### config.mk
export PLATFORM = sky130hd
export DESIGN_NAME = serial_pattern_lock
export DESIGN_NICKNAME = d
export VERILOG_FILES = /design/src/rtl/spl_pkg.sv /design/src/rtl/spl_next_state.sv /design/src/rtl/spl_out_decode.sv /design/src/rtl/serial_pattern_lock.sv
export SDC_FILE = /design/constraint.sdc
export NUM_CORES = 1
export LEC_CHECK = 0
export BUFFER_PORTS_ARGS = -buffer_cell sky130_fd_sc_hd__buf_2
export CAP_MARGIN = 20
export CELL_PAD_IN_SITES_DETAIL_PLACEMENT = 1
export CELL_PAD_IN_SITES_GLOBAL_PLACEMENT = 2
export CORE_AREA = 3 3 40 42
export CTS_CLUSTER_SIZE = 16
export DETAILED_ROUTE_END_ITERATION = 6
export DIE_AREA = 0 0 43 45
export GPL_TIMING_DRIVEN = 0
export HOLD_SLACK_MARGIN = 0.15
export PLACE_DENSITY_LB_ADDON = 0.1
export SYNTH_ARGS = -nofsm -noshare
export SYNTH_HDL_FRONTEND = slang
export SYNTH_SLANG_ARGS = --single-unit
### constraint.sdc
create_clock -name clk -period 1.9 [get_ports clk]
set_input_delay 0.38 -clock clk [delete_from_list [all_inputs] [get_ports clk]]
set_output_delay 0.38 -clock clk [all_outputs]
set_load 0.03 [all_outputs]
### src/rtl/spl_pkg.sv
// Package: shared state type for the serial pattern recognizer.
// Assumes a single clock domain; encodings 5..7 are unused.
package spl_pkg;
    localparam int STATE_W = 3;

    typedef enum logic [STATE_W-1:0] {
        ST_IDLE = 3'd0,   // reset, or last accepted bit was 0 with no pending match
        ST_ONE  = 3'd1,   // run of one 1
        ST_TWO  = 3'd2,   // run of two 1s
        ST_TEN  = 3'd3,   // last two accepted bits were 1 then 0
        ST_LOCK = 3'd4    // absorbing lockout after three 1s
    } spl_state_e;
endpackage

### src/rtl/spl_next_state.sv
// Module: next-state logic for the recognizer.
// Pure combinational logic. Assumes bit_in is meaningful only when bit_vld is high.
module spl_next_state
    import spl_pkg::*;
(
    input  spl_state_e cur_st,
    input  logic       bit_vld,
    input  logic       bit_in,
    output spl_state_e nxt_st
);
    // Purpose: choose the following state from the current state and the accepted bit.
    always_comb begin
        nxt_st = cur_st;
        if (bit_vld) begin
            unique case (cur_st)
                ST_IDLE: nxt_st = bit_in ? ST_ONE  : ST_IDLE;
                ST_ONE:  nxt_st = bit_in ? ST_TWO  : ST_TEN;
                ST_TWO:  nxt_st = bit_in ? ST_LOCK : ST_TEN;
                ST_TEN:  nxt_st = bit_in ? ST_ONE  : ST_IDLE;
                ST_LOCK: nxt_st = ST_LOCK;
                default: nxt_st = ST_IDLE;
            endcase
        end
    end
endmodule

### src/rtl/spl_out_decode.sv
// Module: Moore output decode. The output depends on the state alone.
// Assumes the state input comes straight from a register.
module spl_out_decode
    import spl_pkg::*;
(
    input  spl_state_e cur_st,
    output logic       det
);
    // Purpose: flag the 1-then-0 state.
    always_comb begin
        det = (cur_st == ST_TEN);
    end
endmodule

### src/rtl/serial_pattern_lock.sv
// Module: top of the serial 1-then-0 recognizer with a lockout after three 1s.
// Assumes synchronous active-low reset and inputs that are stable around the rising edge.
module serial_pattern_lock
    import spl_pkg::*;
(
    input  logic clk,
    input  logic rst_n,
    input  logic bit_vld,
    input  logic bit_in,
    output logic det_o
);
    spl_state_e state_q;
    spl_state_e state_d;

    spl_next_state u_nxt (
        .cur_st  (state_q),
        .bit_vld (bit_vld),
        .bit_in  (bit_in),
        .nxt_st  (state_d)
    );

    // Purpose: hold the state, with synchronous reset to idle.
    always_ff @(posedge clk) begin
        if (!rst_n) state_q <= ST_IDLE;
        else        state_q <= state_d;
    end

    spl_out_decode u_dec (
        .cur_st (state_q),
        .det    (det_o)
    );
endmodule

==> out/metrics.cfg, run 1 <==
[clocking]
numCtsBuffers = 3
cts_setup_buffers = 0
cts_hold_buf = 0
cts_resized = 0
clock-sinks = 3
htreeDepth = 1
cts_tree = done
clkSlewWorstSetupHoldPaths_ns = 0.04
ctsLongestPathBuffers = 2
cts-root-buf = clkbuf_4
clock_latency_ns = 0.23

[layout]
area_growth_pct = 37.4
drive_above_1_share = 0.308
nets = 31
n_antenna_cell = 0
fin_util = 0.186
regMostFlops = state_q
reg_top3 = state_q: 3 flops
largest_register_ffs = 3
n_fill_cell = 152
multi_input_area_um2 = 110
seq_area_um2 = 60.1

[logic_synthesis]
synth_nets = 22
ys_seq_elements = 3
synth.distinct_cells = 14
yosysSeqAreaShare = 0.345
syn_area_per_cell_um2 = 9.66
netlist_area_um2 = 174
syn_inst = 18
yosys_warnings = 0

[global_routing]
grt_pass1_vias = 197
antenna_found_initial = 0
grt_overflow = 0
grt_pass1_wl_um = 841
track_usage = 0.0615
grt_max_degree = 9

[sta]
grt_setup_unrepaired = false
finalCriticalPeriod_ns = 1.42
tightestPinTransition_ns = 0.262
timing.final.hold_violations = 0
drv_slew = 0
fin_tns_setup_ns = 0
finalSetupViolCount = 0
fin_crit_sh = 0.745
relSlewSlack = 0.823
max_freq_ghz = 0.706
skew_ns = 0.00104

[critical_path]
startpoint = state_q[0]$_SDFFE_PN0P_
crit_family = flip-flops
worstSetupEndpointType = output port
slowest_delay_ns = 0.43
cpMaxStageDelayCell = dfxtp_1
crit_type = flip-flop to output port
critPathArrivalTime_ns = 1.04
start_kind = flip-flop
cp_max_fo = 8
r2r_start = state_q[1]$_SDFFE_PN0P_
critPathBufInv = 1
critPathRequiredTime_ns = 1.52
worstPathCellList = and3_1 > buf_2

[outcome]
outcome = completed

[detailed_routing]
drt-total-wl_um = 466
drt_iter0_markers = 2
dr.pass1.iters = 2
wl_per_cell_um = 11.4
ant_nets = 0
via_per_inst = 4.27
vias = 175
post-route-drc-count = 0

[floorplanning]
die_h_um = 45
core_area_um2 = 1280
num_io_pins = 5
initial_utilization = 0.135
rows = 13
die_w_um = 43
fp.dieArea_um2 = 1940

[place]
gp_congestion = 0.592
port_buffers = 4

[power]
power.density_nw_per_um2 = 877
irDropWorstVdd_mv = 0.227
p_leak_nw = 0.0879

[min_path]
holdCritPathClass = input pin to flip-flop
hold_start = rst_n

[job]
maxCapViolations = 0

[report_power, final]
| part | internal (W) | total (W) | switching, W |
|---|---|---|---|
| Sequential | 0.0000679 | 0.0000757 | 0.00000779 |
| Combinational | 0.0000144 | 0.0000253 | 0.0000109 |
| Clock | 0.0000785 | 0.000109 | 0.0000300 |
| Total | 0.000161 | 0.000210 | 0.0000487 |
[per-layer routing]
layer / up-vias / wire length [um] / global-route usage
li1: 85 / - / -
met1: 85 / 210 / 0.0719
met2: 5 / 215 / 0.0898
met3: 0 / 41 / 0.0199
met4: 0 / 0 / 0.0542
met5: - / 0 / 0
[stage by stage]
stage	total power (W)	instances	hold WS (ns)	instance area [um2]	setup slack, ns
2_1_floorplan	0.0000908	18	0.508	174	0.776
3_3_place_gp	0.000101	37	0.648	213	0.570
3_5_place_dp	0.000101	37	0.637	213	0.602
4_1_cts	0.000217	41	0.417	239	0.457
5_1_grt	0.000223	41	0.428	239	0.402
6_report	0.000210	41	0.415	239	0.484
[path summary, 6_finish.rpt]
check / to / slack (ns) / cells past startpoint
max reg2reg: state_q[0]$_SDFFE_PN0P_ / 0.67 / 3
min reg2reg: state_q[2]$_SDFFE_PN0P_ / 0.64 / 2
max: det_o / 0.48 / 2
min: state_q[1]$_SDFFE_PN0P_ / 0.42 / 2
[layout by cell type, fill, tap and decap left out]
cell,count
a21boi_1,1
a22oi_1,1
a31oi_1,1
and3_1,1
and4bb_2,1
buf_2,4
clkbuf_1,1
clkbuf_4,3
dfxtp_1,3
inv_1,1
nor2b_1,3
nor4b_1,1
nor4bb_1,1
o21ai_0,1
o31a_1,1
or4b_1,1
xnor2_1,1
[Yosys cell counts]
library cell  instances  area [um2]
or4b_1                1        10.0
a21boi_1              1        7.51
a31oi_1               1        6.26
o21ai_0               1        5.00
and3_1                1        6.26
nor4b_1               1        8.76
o31a_1                1        8.76
a22oi_1               1        7.51
and4bb_2              1        12.5
xnor2_1               1        8.76
nor4bb_1              1        10.0
inv_1                 1        3.75
dfxtp_1               3        60.1
nor2b_1               3        18.8
[area by class of cell]
class	instances	share of cell area
multi-input combinational	14	0.461
sequential	3	0.251
tap	15	0.0785
inverter	1	0.0157
clock buffer	4	0.110
timing repair buffer	4	0.0838
[logic make-up after synthesis]
kind of cell           count (synthesis)  share of synthesized area
buffers and inverters                  1                     0.0216
flip-flops                             3                      0.345
AND/OR/NAND/NOR                        8                      0.381
AO/OA/AOI/OAI                          5                      0.201
XOR/XNOR                               1                     0.0504
No activity file was read; power rests on OpenSTA's default activity.
==> inputs of run 2 (changes only) <==
clock period = 1.17 ns   (was 1.9 ns; I/O delays follow)
==> run 2 against run 1 <==
  * The run now ends with setup timing left
  * Clock-buffer cell count did not move
  * Final area is 19% higher
  * Clock skew about the same
  * Highest routed layer unchanged
  * Power grew 67%
  * Via count up 6.3%
==> out/metrics.cfg, run 2 (synthesis gave the netlist of run 1 again) <==
[sta]
relSlewSlack = 0.815
fin_hold_ws_ns = 0.261
fin_tns_setup_ns = -0.00720
layout_setup_ws_ns = -0.00720
skew_ns = 0.00136
tightestPinTransition_ns = 0.274
drv_slew = 0
max_freq_ghz = 0.849
finalCriticalPeriod_ns = 1.18
fin_crit_sh = 1.01
timing.final.hold_violations = 0
finalSetupViolCount = 1
grt_setup_unrepaired = true

[layout]
largest_register_ffs = 3
nets = 33
drive_above_1_share = 0.571
area_growth_pct = 63.3
final_cell_mix = nor2b_1, clkbuf_4, buf_2, dfxtp_4, buf_4
reg_top3 = state_q: 3 flops
stdcell_count = 43
n_antenna_cell = 0
n_fill_cell = 149
regMostFlops = state_q

[detailed_routing]
wl_per_cell_um = 11.8
ant_nets = 0
post-route-drc-count = 0
dr.pass1.iters = 2
vias = 186
drt_iter0_markers = 1
via_per_inst = 4.33
drt-total-wl_um = 508

[global_routing]
antenna_found_initial = 0
grt_pass1_wl_um = 862
grt_pass1_vias = 202
track_usage = 0.0632
grt_max_degree = 9
grt_overflow = 0

[critical_path]
critPathArrivalTime_ns = 1.33
cp_max_fo = 5
r2r_start = state_q[1]$_SDFFE_PN0P_
path_depth = 3
start_kind = flip-flop
r2r_cells = 3
worstSetupEndpointType = flip-flop
worstPathCellList = xnor2_2 > or4b_1 > a21boi_1
critPathBufInv = 0
r2r_slack_ns = -0.007
crit_type = flip-flop to flip-flop
r2r_end = state_q[0]$_SDFFE_PN0P_
slowest_delay_ns = 0.46
endpoint = state_q[0]$_SDFFE_PN0P_
crit_family = simple AND/OR/NAND/NOR gates
cpMaxStageDelayCell = or4b_1
critPathRequiredTime_ns = 1.32
startpoint = state_q[1]$_SDFFE_PN0P_

[floorplanning]
die_h_um = 45
rows = 13
initial_utilization = 0.135
num_io_pins = 5
die_w_um = 43
core_area_um2 = 1280
fp.dieArea_um2 = 1940

[clocking]
cts_tree = done
numCtsBuffers = 3
clkSlewWorstSetupHoldPaths_ns = 0.04
htreeDepth = 1
clock-sinks = 3
cts-root-buf = clkbuf_4
ctsLongestPathBuffers = 2
clock_latency_ns = 0.23

[place]
placed_cells_incl_taps = 37
port_buffers = 4
pre_cts_ws_ns = -0.0328
gp_congestion = 0.592

[outcome]
violations = setup timing
outcome = finished with violations

[power]
irDropWorstVdd_mv = 0.315
p_leak_nw = 0.105
p_total_w = 0.000350
power.density_nw_per_um2 = 1230

[min_path]
holdCritPathClass = input pin to flip-flop
whs_path_depth = 2

[job]
maxCapViolations = 0

[run 2: cell count changes in the layout (fill, tap and decap cells not counted)]
cell	delta
buf_4	+2
and3_4	+1
inv_2	+1
dfxtp_1	-3
buf_2	-1
dfxtp_4	+3
and3_1	-1
xnor2_1	-1
xnor2_2	+1
buf_6	+1
inv_1	-1
[run 2: per-stage QoR]
step | utilization | area [um2]
after floorplan | - | 174
after global placement | 0.166 | 213
after detailed placement | 0.166 | 213
after CTS | 0.207 | 267
after global routing | 0.221 | 284
final | 0.221 | 284
[run 2: worst register-to-register path, stage by stage (launching register included)]
cell	delay, ns
dfxtp_4	0.35
xnor2_2	0.14
or4b_1	0.46
a21boi_1	0.15
[run 2: worst min-delay path by stage]
stage | start | to | slack, ns
global route | rst_n | state_q[1]$_SDFFE_PN0P_ | 0.27
floorplan | rst_n | state_q[1]$_SDFFE_PN0P_ | 0.36
finish | rst_n | state_q[1]$_SDFFE_PN0P_ | 0.26
global placement | rst_n | state_q[1]$_SDFFE_PN0P_ | 0.50
CTS | rst_n | state_q[1]$_SDFFE_PN0P_ | 0.26
detailed placement | rst_n | state_q[1]$_SDFFE_PN0P_ | 0.51
[run 2: repair_timing]
action                                  CTS  global route
gates resized for setup                   9             2
endpoints found under the setup margin    2             2
setup buffers                             1             1
pin swaps                                 0             1
hold buffers                              0             0
[run 2: report_power, final]
| part | internal [W] | leakage, nW | switching [W] |
|---|---|---|---|
| logic | 0.0000311 | 0.0632 | 0.0000204 |
| registers | 0.000109 | 0.0267 | 0.0000129 |
| clock network | 0.000128 | 0.0150 | 0.0000489 |
[run 2: routing by layer]
metal,up-vias,routed length [um],track usage
met3,0,36,0.0199
met1,92,224,0.0767
met5,-,0,0
met2,5,248,0.0898
met4,0,0,0.0542
li1,89,-,-
[run 2: area by class of cell]
class / count / area [um2] / share of cell area
inverter: 1 / 3.75 / 0.0132
sequential: 3 / 71.3 / 0.251
tap: 15 / 18.8 / 0.0661
multi-input combinational: 14 / 123 / 0.432
clock buffer: 4 / 26.3 / 0.0925
timing repair buffer: 6 / 41.3 / 0.145
